<file path="src/rtl/irq_prio_pkg.sv">
package irq_prio_pkg;

    localparam int REG_W = 32;
    localparam int N_SRC = 13;
    localparam int N_GRP = 3;
    localparam int LVL_W = 3;

    localparam int SCSI_DMA_BIT = 26;
    localparam int PWR_BIT      = 2;
    localparam int CTL_DMA_POS  = 4;

    typedef logic [REG_W-1:0] word_t;

    // Status bit owned by each request index.
    function automatic int src_bit(input int idx);
        case (idx)
            0:       return 7;
            1:       return 3;
            2:       return 2;
            3:       return 9;
            4:       return 10;
            5:       return 12;
            6:       return 5;
            7:       return 17;
            8:       return 28;
            9:       return 27;
            10:      return 26;
            11:      return 23;
            default: return 21;
        endcase
    endfunction

    // Priority group of each request index: 0 lowest, N_GRP-1 highest.
    function automatic int src_grp(input int idx);
        if (idx < 7)       return 0;
        else if (idx == 7) return 1;
        else               return 2;
    endfunction

    function automatic logic [LVL_W-1:0] grp_level(input int g);
        case (g)
            0:       return LVL_W'(3);
            1:       return LVL_W'(5);
            default: return LVL_W'(6);
        endcase
    endfunction

    // Status bits that belong to group g, built from the source tables.
    function automatic word_t grp_bits(input int g);
        word_t m;
        m = '0;
        for (int i = 0; i < N_SRC; i++) begin
            if (src_grp(i) == g) m[src_bit(i)] = 1'b1;
        end
        return m;
    endfunction

endpackage

</file>
<file path="src/rtl/irq_src_edge.sv">
module irq_src_edge
    import irq_prio_pkg::*;
#(
    parameter int NSRC = N_SRC
) (
    input  logic            clk,
    input  logic            rst_n,
    input  logic [NSRC-1:0] src_req,
    input  logic            ctl_wr,
    input  logic [7:0]      ctl_data,
    input  logic            rtc_clr,
    output word_t           hw_set,
    output word_t           hw_clr
);

    typedef struct packed {
        logic [NSRC-1:0] prev;
    } edge_state_t;

    edge_state_t st_d, st_q;
    word_t       set_d, clr_d;

    always_comb begin
        st_d.prev = src_req;
        set_d     = '0;
        clr_d     = '0;
        for (int i = 0; i < NSRC; i++) begin
            if (src_req[i] && !st_q.prev[i]) set_d[src_bit(i)] = 1'b1;
            if (!src_req[i] && st_q.prev[i]) clr_d[src_bit(i)] = 1'b1;
        end
        if (ctl_wr) begin
            if (ctl_data[CTL_DMA_POS]) set_d[SCSI_DMA_BIT] = 1'b1;
            else                       clr_d[SCSI_DMA_BIT] = 1'b1;
        end
        if (rtc_clr) clr_d[PWR_BIT] = 1'b1;
    end

    always_ff @(posedge clk or negedge rst_n) begin
        if (!rst_n) st_q <= '0;
        else        st_q <= st_d;
    end

    assign hw_set = set_d;
    assign hw_clr = clr_d;

    AST_CTL_SETS_DMA: assert property (@(posedge clk) disable iff (!rst_n)
        ctl_wr && ctl_data[CTL_DMA_POS] |-> hw_set[SCSI_DMA_BIT]);

    AST_RTC_CLEARS_PWR: assert property (@(posedge clk) disable iff (!rst_n)
        rtc_clr |-> hw_clr[PWR_BIT]);

endmodule

</file>
<file path="src/rtl/irq_status_regs.sv">
module irq_status_regs
    import irq_prio_pkg::*;
#(
    parameter int              ADDR_W     = 16,
    parameter logic [ADDR_W-1:0] STATUS_OFS = 16'h7000,
    parameter logic [ADDR_W-1:0] MASK_OFS   = 16'h7800
) (
    input  logic              clk,
    input  logic              rst_n,
    input  logic              bus_sel,
    input  logic              bus_wr,
    input  logic [ADDR_W-1:0] bus_addr,
    input  word_t             bus_wdata,
    output word_t             bus_rdata,
    input  word_t             hw_set,
    input  word_t             hw_clr,
    output word_t             status,
    output word_t             mask
);

    typedef struct packed {
        word_t status;
        word_t mask;
    } reg_state_t;

    reg_state_t rs_d, rs_q;
    logic       wr_status, wr_mask;

    always_comb begin
        wr_status = bus_sel && bus_wr && (bus_addr == STATUS_OFS);
        wr_mask   = bus_sel && bus_wr && (bus_addr == MASK_OFS);
        rs_d      = rs_q;
        if (wr_status) rs_d.status = bus_wdata;
        if (wr_mask)   rs_d.mask   = bus_wdata;
        // hardware overrides software; set overrides clear
        rs_d.status = (rs_d.status & ~hw_clr) | hw_set;
    end

    always_ff @(posedge clk or negedge rst_n) begin
        if (!rst_n) rs_q <= '0;
        else        rs_q <= rs_d;
    end

    always_comb begin
        bus_rdata = '0;
        if (bus_sel && !bus_wr) begin
            if (bus_addr == STATUS_OFS)    bus_rdata = rs_q.status;
            else if (bus_addr == MASK_OFS) bus_rdata = rs_q.mask;
        end
    end

    assign status = rs_q.status;
    assign mask   = rs_q.mask;

    AST_HW_SET_LANDS: assert property (@(posedge clk) disable iff (!rst_n)
        (hw_set != '0) |=> ((rs_q.status & $past(hw_set)) == $past(hw_set)));

    AST_HW_CLR_LANDS: assert property (@(posedge clk) disable iff (!rst_n)
        ((hw_clr & ~hw_set) != '0) |=> ((rs_q.status & $past(hw_clr & ~hw_set)) == '0));

    AST_MASK_WRITE: assert property (@(posedge clk) disable iff (!rst_n)
        bus_sel && bus_wr && (bus_addr == MASK_OFS) |=> rs_q.mask == $past(bus_wdata));

    AST_STATUS_WRITE: assert property (@(posedge clk) disable iff (!rst_n)
        bus_sel && bus_wr && (bus_addr == STATUS_OFS) && hw_set == '0 && hw_clr == '0
        |=> rs_q.status == $past(bus_wdata));

endmodule

</file>
<file path="src/rtl/irq_level_enc.sv">
module irq_level_enc
    import irq_prio_pkg::*;
(
    input  word_t            status,
    input  word_t            mask,
    output logic [LVL_W-1:0] level
);

    word_t            pending;
    logic [N_GRP-1:0] grp_hit;

    assign pending = status & mask;

    for (genvar g = 0; g < N_GRP; g++) begin : g_grp
        localparam word_t GBITS = grp_bits(g);
        assign grp_hit[g] = |(pending & GBITS);
    end

    always_comb begin
        level = '0;
        for (int g = 0; g < N_GRP; g++) begin
            if (grp_hit[g]) level = grp_level(g);
        end
    end

endmodule

</file>
<file path="src/rtl/irq_prio_ctrl.sv">
module irq_prio_ctrl
    import irq_prio_pkg::*;
#(
    parameter int                ADDR_W     = 16,
    parameter logic [ADDR_W-1:0] STATUS_OFS = 16'h7000,
    parameter logic [ADDR_W-1:0] MASK_OFS   = 16'h7800
) (
    input  logic              clk,
    input  logic              rst_n,
    input  logic [N_SRC-1:0]  src_req,
    input  logic              ctl_wr,
    input  logic [7:0]        ctl_data,
    input  logic              rtc_clr,
    input  logic              bus_sel,
    input  logic              bus_wr,
    input  logic [ADDR_W-1:0] bus_addr,
    input  logic [REG_W-1:0]  bus_wdata,
    output logic [REG_W-1:0]  bus_rdata,
    output logic [LVL_W-1:0]  irq_level
);

    localparam word_t ALL_GRP = grp_bits(0) | grp_bits(1) | grp_bits(2);

    word_t hw_set, hw_clr, status, mask;

    irq_src_edge #(.NSRC(N_SRC)) u_edge (
        .clk      (clk),
        .rst_n    (rst_n),
        .src_req  (src_req),
        .ctl_wr   (ctl_wr),
        .ctl_data (ctl_data),
        .rtc_clr  (rtc_clr),
        .hw_set   (hw_set),
        .hw_clr   (hw_clr)
    );

    irq_status_regs #(
        .ADDR_W     (ADDR_W),
        .STATUS_OFS (STATUS_OFS),
        .MASK_OFS   (MASK_OFS)
    ) u_regs (
        .clk       (clk),
        .rst_n     (rst_n),
        .bus_sel   (bus_sel),
        .bus_wr    (bus_wr),
        .bus_addr  (bus_addr),
        .bus_wdata (bus_wdata),
        .bus_rdata (bus_rdata),
        .hw_set    (hw_set),
        .hw_clr    (hw_clr),
        .status    (status),
        .mask      (mask)
    );

    irq_level_enc u_enc (
        .status (status),
        .mask   (mask),
        .level  (irq_level)
    );

    AST_LEVEL_LEGAL: assert property (@(posedge clk) disable iff (!rst_n)
        irq_level == 3'd0 || irq_level == 3'd3 || irq_level == 3'd5 || irq_level == 3'd6);

    AST_IDLE_WHEN_NOTHING_ENABLED: assert property (@(posedge clk) disable iff (!rst_n)
        ((status & mask & ALL_GRP) == '0) |-> irq_level == 3'd0);

endmodule

</file>
<file path="config.mk">
export PLATFORM = sky130hd
export DESIGN_NAME = irq_prio_ctrl
export DESIGN_NICKNAME = d
export VERILOG_FILES = /design/src/rtl/irq_prio_pkg.sv /design/src/rtl/irq_src_edge.sv /design/src/rtl/irq_status_regs.sv /design/src/rtl/irq_level_enc.sv /design/src/rtl/irq_prio_ctrl.sv
export SDC_FILE = /design/constraint.sdc
export NUM_CORES = 1
export LEC_CHECK = 0
export CORE_MARGIN = 1
export CORE_UTILIZATION = 50
export DETAILED_ROUTE_END_ITERATION = 8
export GPL_TIMING_DRIVEN = 1
export HOLD_SLACK_MARGIN = 0.12
export PLACE_DENSITY = 0.82
export SLEW_MARGIN = 15
export SYNTH_ARGS = -nofsm -noshare
export SYNTH_HDL_FRONTEND = slang
export SYNTH_SLANG_ARGS = --single-unit
</file>
<file path="constraint.sdc">
create_clock -name clk -period 4.66 [get_ports clk]
set_input_delay 0.932 -clock clk [delete_from_list [all_inputs] [get_ports clk]]
set_output_delay 0.932 -clock clk [all_outputs]
set_load 0.1 [all_outputs]
</file>
* After elaboration in Yosys (flattened, before gate mapping)
Cells that the tools add are included.
** Word-level totals
- Logic and storage cells :: 286
- Bits in latches :: 0
- Input port bits :: 75
- Bits in read-only memories :: 0
- RAM bits :: 0
- Register bits after elaboration :: 77
- Output and inout bits :: 35
- Memories :: 0
** Operators by class
- Shift-type cells :: 0
- Reduce and logical (&&, ||, !) cells :: 85
- $lt $le $gt $ge :: 52
- Add/subtract/negate cells :: 0
- Mux-type cells :: 116
- $mul :: 0
- Equal/unequal tests :: 2
- Div/mod/pow operators :: 0
- Bitwise operators :: 28
** Operators by type and width (number)
- $mux W32 :: 56
- $ge A32 B1 Y1 const B :: 26
- $lt A32 B7 Y1 const B :: 26
- $or A32 B32 Y32 :: 25
- $demux W1 S5 :: 26
- $logic_and A1 B1 Y1 :: 56
- $and A32 B32 Y32 :: 1
- $eq A16 B15 Y1 const B :: 2
- $not A32 Y32 :: 1
- $mux W1 :: 31
- $and A29 B29 Y29 :: 1
- $logic_not A1 Y1 :: 27
- $reduce_or A7 Y1 :: 1
- $mux W3 :: 2
- $reduce_or A5 Y1 :: 1
- $mux W2 :: 1

* Depth between registers and ports, before layout
Gate-level depths: netlist of the first run.
- Word-level depth :: 37
- Mapped depth :: 6
- Depth with buffers taken out :: 4

* Modules after synthesis
A second synthesis of the first run with hierarchy kept.
** Second synthesis, totals
- Cell total of the unflattened synthesis :: 451
- Area total of the unflattened synthesis :: 4449.3 um^2
** Modules (own cells, without submodules)
- irq_status_regs :: area an instance 3577.2 um^2, times used 1, seq. area each 1601.5 um^2, cells an instance 357
- irq_src_edge :: area an instance 789.5 um^2, times used 1, seq. area each 325.3 um^2, cells an instance 81
- irq_level_enc :: area an instance 82.6 um^2, times used 1, seq. area each 0.0 um^2, cells an instance 13

* Worst setup path after synthesis of the first run
No wires, ideal clock.
- Kind :: input to output
- From :: input port bus_addr[6]
- To :: output port bus_rdata[21]
- Required time :: 3.728 ns
- Arrival :: 3.793 ns
- Stages on the path :: 6
- Buffers on the path :: 2
- Path slack :: -0.065 ns
- Cells stage by stage :: or4_1 buf_2 nor4_1 clkbuf_1 a22oi_1 nor2_1
** Between the ends
- Longest elaborated chain between the ends :: 4
- Elaborated cells on any way between the ends :: 5
- Those cells by class :: eq/ne: 2; mux: 3
** RTL lines
- start, declared :: RTL line irq_prio_ctrl.sv:16 : input logic [ADDR_W-1:0] bus_addr,
- $eq A16 B15 Y1 :: RTL line irq_status_regs.sv:48 : else if (bus_addr == MASK_OFS) bus_rdata = rs_q.mask;
- $mux W32 :: RTL line irq_status_regs.sv:48
- $mux W32 * :: RTL line irq_status_regs.sv:47 : if (bus_addr == STATUS_OFS) bus_rdata = rs_q.status;
- $mux W32 * :: RTL line irq_status_regs.sv:46 : if (bus_sel && !bus_wr) begin
- end, declared :: RTL line irq_prio_ctrl.sv:18 : output logic [REG_W-1:0] bus_rdata,
Every way passes the cells marked *; elsewhere a longest branch is shown, timed or not.

* Worst setup path after layout of the first run
- From :: input port bus_addr[6]
- To :: output port bus_rdata[20]
The elaborated chain is that of the path after synthesis.

==> flow_summary.ini, run 1 <==
[status]
status = finished clean

[setup_path]
start_kind = primary input
slowest_stage = or4_1
cp_cell_sequence = clkdlybuf4s50_1 > or4_1 > nor4_2 > buf_4 > a22oi_1 > nor2_1 > buf_12
critPathMaxStageDelay_ns = 0.61
crit_path_end_kind = primary output
path_buf_inv = 3
cp_max_fo = 32
worstPathArrival_ns = 3.21
path_class = in2out
cp_top_family = simple AND/OR/NAND/NOR gates
crit_required_ns = 3.73

[clocking]
cts_root_buf = clkbuf_8
clk_latency_ns = 0.36
cts_sinks = 77
cts_resized = 0
path_clk_slew_ns = 0.08
htree_levels = 3
cts_hold_buf = 0
clock_path_buffers = 2
cts_setup_buffers = 0
cts_tree = done
numCtsBuffers = 9

[grt]
grt_max_degree = 78
gr-max-usage-layer = met2
overflow = 0
use_met1_pct = 35.59
grt_pass1_wl_mm = 18.40
grt_util_met3_pct = 5.887
met2_usage_pct = 48.07
antenna_found_initial = 0
track_usage_pct = 28.19
first_global_vias = 3631

[final_layout]
utilization_pct = 73.77
regArea_um2 = 1927
syn_to_final_growth_pct = 41.63
fin_nets = 519
final_common_cell = dfrtp_1
n_antenna_cell = 0
fillCellCount = 528
drive_above_1_share_pct = 27.17
fin_cells = 551
multi_input_area_um2 = 2043
most-common-layout-cells = 77 x dfrtp_1, 68 x clkdlybuf4s50_1, 35 x a22oi_1

[detailed_routing]
avgRoutedWirePerCell_um = 20.21
wl_mm = 11.14
drt_iter0_drc = 207
ant_nets = 0
vias = 3464
drc_errors = 0
via_per_inst = 6.287
dr.pass1.iters = 7

[logic_synthesis]
synth.distinct_cells = 37
syn_area_um2 = 4066
syn_inst = 347
ys_seq_elements = 77
synth_edf_count = 0
seq_area_frac_synth_pct = 47.38
post_synth.cell_area_avg_um2 = 11.72
synth_nets = 422
ys_warn_count = 0
synth-main-ff-cell = dfrtp_1
synth_async_sr_flop_share_pct = 100.0

[timing]
fin_crit_ns = 4.145
relSlewSlack_pct = 34.85
maxSlewViolCount = 0
rsz0062_at_grt = no
max_freq_mhz = 241.2
fin_skew_ns = 0.01424
period_share_pct = 88.96
worst_pin_slew_ns = 0.9743
fin_setup_tns_ns = 0
setup_viol = 0
finalHoldViolCount = 0

[pwr]
power_frac_seq_pct = 49.2
clock_power_share_pct = 40.2
p_int_mw = 1.092
p_per_area_nw_per_um2 = 252.2
p_switching_mw = 0.3602
pwr-share-comb_pct = 10.7
p_leak_nw = 2.459
switching_share_pct = 24.80
irDropWorstVdd_mv = 0.1927

[job]
maxCapViolations = 0

[floorplan]
initial_core_util_pct = 52.08
die_h_um = 92.18
ioPinCount = 110
fp.dieW_um = 92.18
coreArea_um2 = 7807
row_count = 32
die_area_um2 = 8497

[place]
gp_congestion = 0.7941
dp_cells = 535
post-dp-hpwl_mm = 7.253
port_buffers = 102

[worst_hold_path]
min_path_type = reg2reg
-- synth_stat cells, types with 6 or more instances --
cell type / count / area, um^2
mux2_1: 17 / 191.4
nand2b_1: 12 / 75.07
nand3b_1: 13 / 97.59
nand2_1: 15 / 56.30
o211ai_1: 12 / 90.09
a22oi_1: 35 / 262.8
o41ai_1: 11 / 96.34
mux2_4: 30 / 450.4
nor2b_1: 11 / 68.82
clkbuf_1: 15 / 56.30
nand4b_1: 12 / 105.1
dfrtp_1: 77 / 1927
nor2_1: 32 / 120.1
o2111ai_1: 11 / 96.34
buf_2: 6 / 30.03
-- stage by stage --
step | setup WS [ns] | hold WS [ns] | instance area (um^2) | total power [mW]
after global routing | 0.3553 | 0.5142 | 5759 | 1.496
after global placement | 0.5508 | 0.4668 | 5528 | 0.8689
final | 0.5146 | 0.4959 | 5759 | 1.452
after floorplan | 0.02371 | 0.4585 | 4116 | 0.7787
after detailed placement | 0.5098 | 0.4748 | 5528 | 0.8789
after CTS | 0.4809 | 0.4941 | 5759 | 1.454
-- worst paths after layout --
path,start,to,slack [ns],cells past startpoint
worst max-delay path,bus_addr[6],bus_rdata[20],0.51,7
worst min-delay path,u_regs.status[15]$_DFFE_PN0N_,u_regs.status[15]$_DFFE_PN0N_,0.50,1
worst max register to register,u_regs.status[17]$_DFF_PN0_,u_regs.status[17]$_DFF_PN0_,3.56,4
worst min register to register,u_regs.status[15]$_DFFE_PN0N_,u_regs.status[15]$_DFFE_PN0N_,0.50,1
max in group asynchronous,rst_n,u_regs.status[7]$_DFF_PN0_,3.33,1
min in group asynchronous,rst_n,u_regs.mask[30]$_DFFE_PN0P_,0.72,1
-- layout make-up --
cell class              count  area share, %
well taps                 102          2.216
clock inverters             6          1.629
flip-flops and latches     77          33.46
clock buffers              10          2.390
multi-input cells         239          35.48
repair buffers            112          24.51
inverters                   5         0.3259
-- sequential cells by signal (all words and copies together), names as in the netlist --
| signal | count |
|---|---|
| u_regs.mask | 32 |
| u_regs.status | 32 |
| u_edge.st_q | 13 |
-- per-layer routing --
metal	vias up	share of wire [%]
met3	19	6.9
met2	164	52
met4	0	1.4
met1	1753	40
met5	-	0
li1	1528	-
-- power by group through the flow --
stage          Clock, mW  Combinational [mW]  Sequential, mW
3_5_place_dp           0               0.153           0.725
4_1_cts            0.587               0.154           0.712
3_3_place_gp           0               0.146           0.723
6_report           0.583               0.155           0.714
5_1_grt            0.612               0.168           0.716
2_1_floorplan          0              0.0607           0.718
-- cell families (layout without fill, tap and decap cells) --
logic type	Yosys count	after routing	synth area share, %
AO/OA/AOI/OAI	77	77	14.98
buffers and inverters	31	133	3.969
flip-flops	77	77	47.38
multiplexers	51	51	16.89
AND/OR/NAND/NOR	111	111	16.77
Power figures use the tool's default switching activity.
==> run 2, diff against run 1 <==
==> constraint.sdc (replaced) <==
create_clock -name clk -period 4.66 [get_ports clk]
set_input_delay 0.466 -clock clk [delete_from_list [all_inputs] [get_ports clk]]
set_output_delay 0.466 -clock clk [all_outputs]
set_load 0.1 [all_outputs]
==> run 2 against run 1 <==
  * Global-route usage decreased by 2.2 points
  * Largest cell class unchanged
  * Worst hold slack got worse by 0.23 ns
  * Critical path depth is the same
  * Largest power group unchanged
  * Power down 5.3%
==> flow_summary.ini, run 2 (synthesis gave the netlist of run 1 again) <==
[status]
status = finished clean

[detailed_routing]
vias = 3377
wl_mm = 10.47
via_per_inst = 6.185
drt_iter0_drc = 220
avgRoutedWirePerCell_um = 19.18
dr.pass1.iters = 5
drc_errors = 0
ant_nets = 0

[final_layout]
fin_nets = 514
n_antenna_cell = 0
drive_above_1_share_pct = 21.40
most-common-layout-cells = 77 x dfrtp_1, 69 x clkdlybuf4s50_1, 35 x a22oi_1
final_design_area_no_fill_um2 = 5353
syn_to_final_growth_pct = 31.63
final_common_cell = dfrtp_1

[timing]
max_freq_mhz = 279.0
relSlewSlack_pct = 35.11
fin_setup_tns_ns = 0
rsz0062_at_grt = no
period_share_pct = 76.91
finalHoldViolCount = 0
setup_viol = 0
fin_skew_ns = 0.003629
maxSlewViolCount = 0
worst_pin_slew_ns = 0.9703
fin_crit_ns = 3.584

[floorplan]
die_h_um = 92.18
row_count = 32
initial_core_util_pct = 52.08
ioPinCount = 110
die_area_um2 = 8497
fp.dieW_um = 92.18
coreArea_um2 = 7807

[pwr]
p_leak_nw = 2.358
p_per_area_nw_per_um2 = 257.0
irDropWorstVdd_mv = 0.1497
finalPower_mw = 1.375

[grt]
grt_pass1_wl_mm = 17.26
track_usage_pct = 25.98
overflow = 0
antenna_found_initial = 0
grt_max_degree = 78
first_global_vias = 3519

[setup_path]
path_class = in2out
slowest_stage = or4_1
cp_cell_sequence = clkdlybuf4s50_1 > or4_1 > nor4_2 > buf_4 > a22oi_1 > nor2_1 > buf_12
path_buf_inv = 3
cp_max_fo = 32
cp_top_family = simple AND/OR/NAND/NOR gates
start_kind = primary input
crit_path_end_kind = primary output
crit_required_ns = 4.19
worstPathArrival_ns = 3.12
critPathMaxStageDelay_ns = 0.87

[place]
post-dp-hpwl_mm = 6.922
port_buffers = 102
place_area_um2 = 5152
gp_congestion = 0.7910

[clocking]
cts_root_buf = clkbuf_8
htree_levels = 3
cts_tree = done
clock_path_buffers = 2
path_clk_slew_ns = 0.08
numCtsBuffers = 9
clk_latency_ns = 0.34
cts_hold_buf = 0
cts_setup_buffers = 0
cts_sinks = 77
cts_resized = 0

[job]
maxCapViolations = 0

[worst_hold_path]
min_path_type = in2async
-- run 2: stage by stage --
step           util (%)  worst slack, ns  std cells  hold WS (ns)
6_report          68.56            1.076        546        0.2652
3_5_place_dp      65.99            1.080        530        0.4765
3_3_place_gp      65.99            1.100        530        0.4668
5_1_grt           68.56           0.9566        546        0.3499
4_1_cts           68.56            1.083        546        0.3090
2_1_floorplan         -           0.8671        347        0.1704
-- run 2: where the power goes --
part	switching (mW)	internal, mW
Sequential	0.0231	0.689
Clock	0.251	0.260
Combinational	0.0695	0.0820
-- run 2: final cells by class --
type / count / area [um^2]
clock buffers: 10 / 137.6
clock inverters: 6 / 62.56
fillers: 575 / 2455
inverters: 5 / 18.77
multi-input cells: 239 / 1991
flip-flops and latches: 77 / 1927
well taps: 102 / 127.6
repair buffers: 107 / 1089
-- run 2: worst paths after layout --
path	start	end	slack, ns	cells after the start
worst min register to register	u_regs.status[29]$_DFFE_PN0N_	u_regs.status[29]$_DFFE_PN0N_	0.49	1
worst max-delay path	bus_addr[6]	bus_rdata[21]	1.08	7
worst min-delay path	rst_n	u_regs.status[0]$_DFFE_PN0N_	0.27	1
worst max register to register	u_regs.status[17]$_DFF_PN0_	u_regs.status[17]$_DFF_PN0_	3.49	4
min in group clk	u_regs.status[29]$_DFFE_PN0N_	u_regs.status[29]$_DFFE_PN0N_	0.49	1
max in group asynchronous	rst_n	u_edge.st_q[2]$_DFF_PN0_	3.78	1
-- run 2: per-layer routing --
metal / wire length, um / global-route usage (%) / vias up
met5: 0 / 0 / -
met4: 184 / 10.03 / 0
met3: 576 / 4.146 / 28
met2: 5336 / 44.03 / 149
met1: 4374 / 33.30 / 1688
li1: - / - / 1512
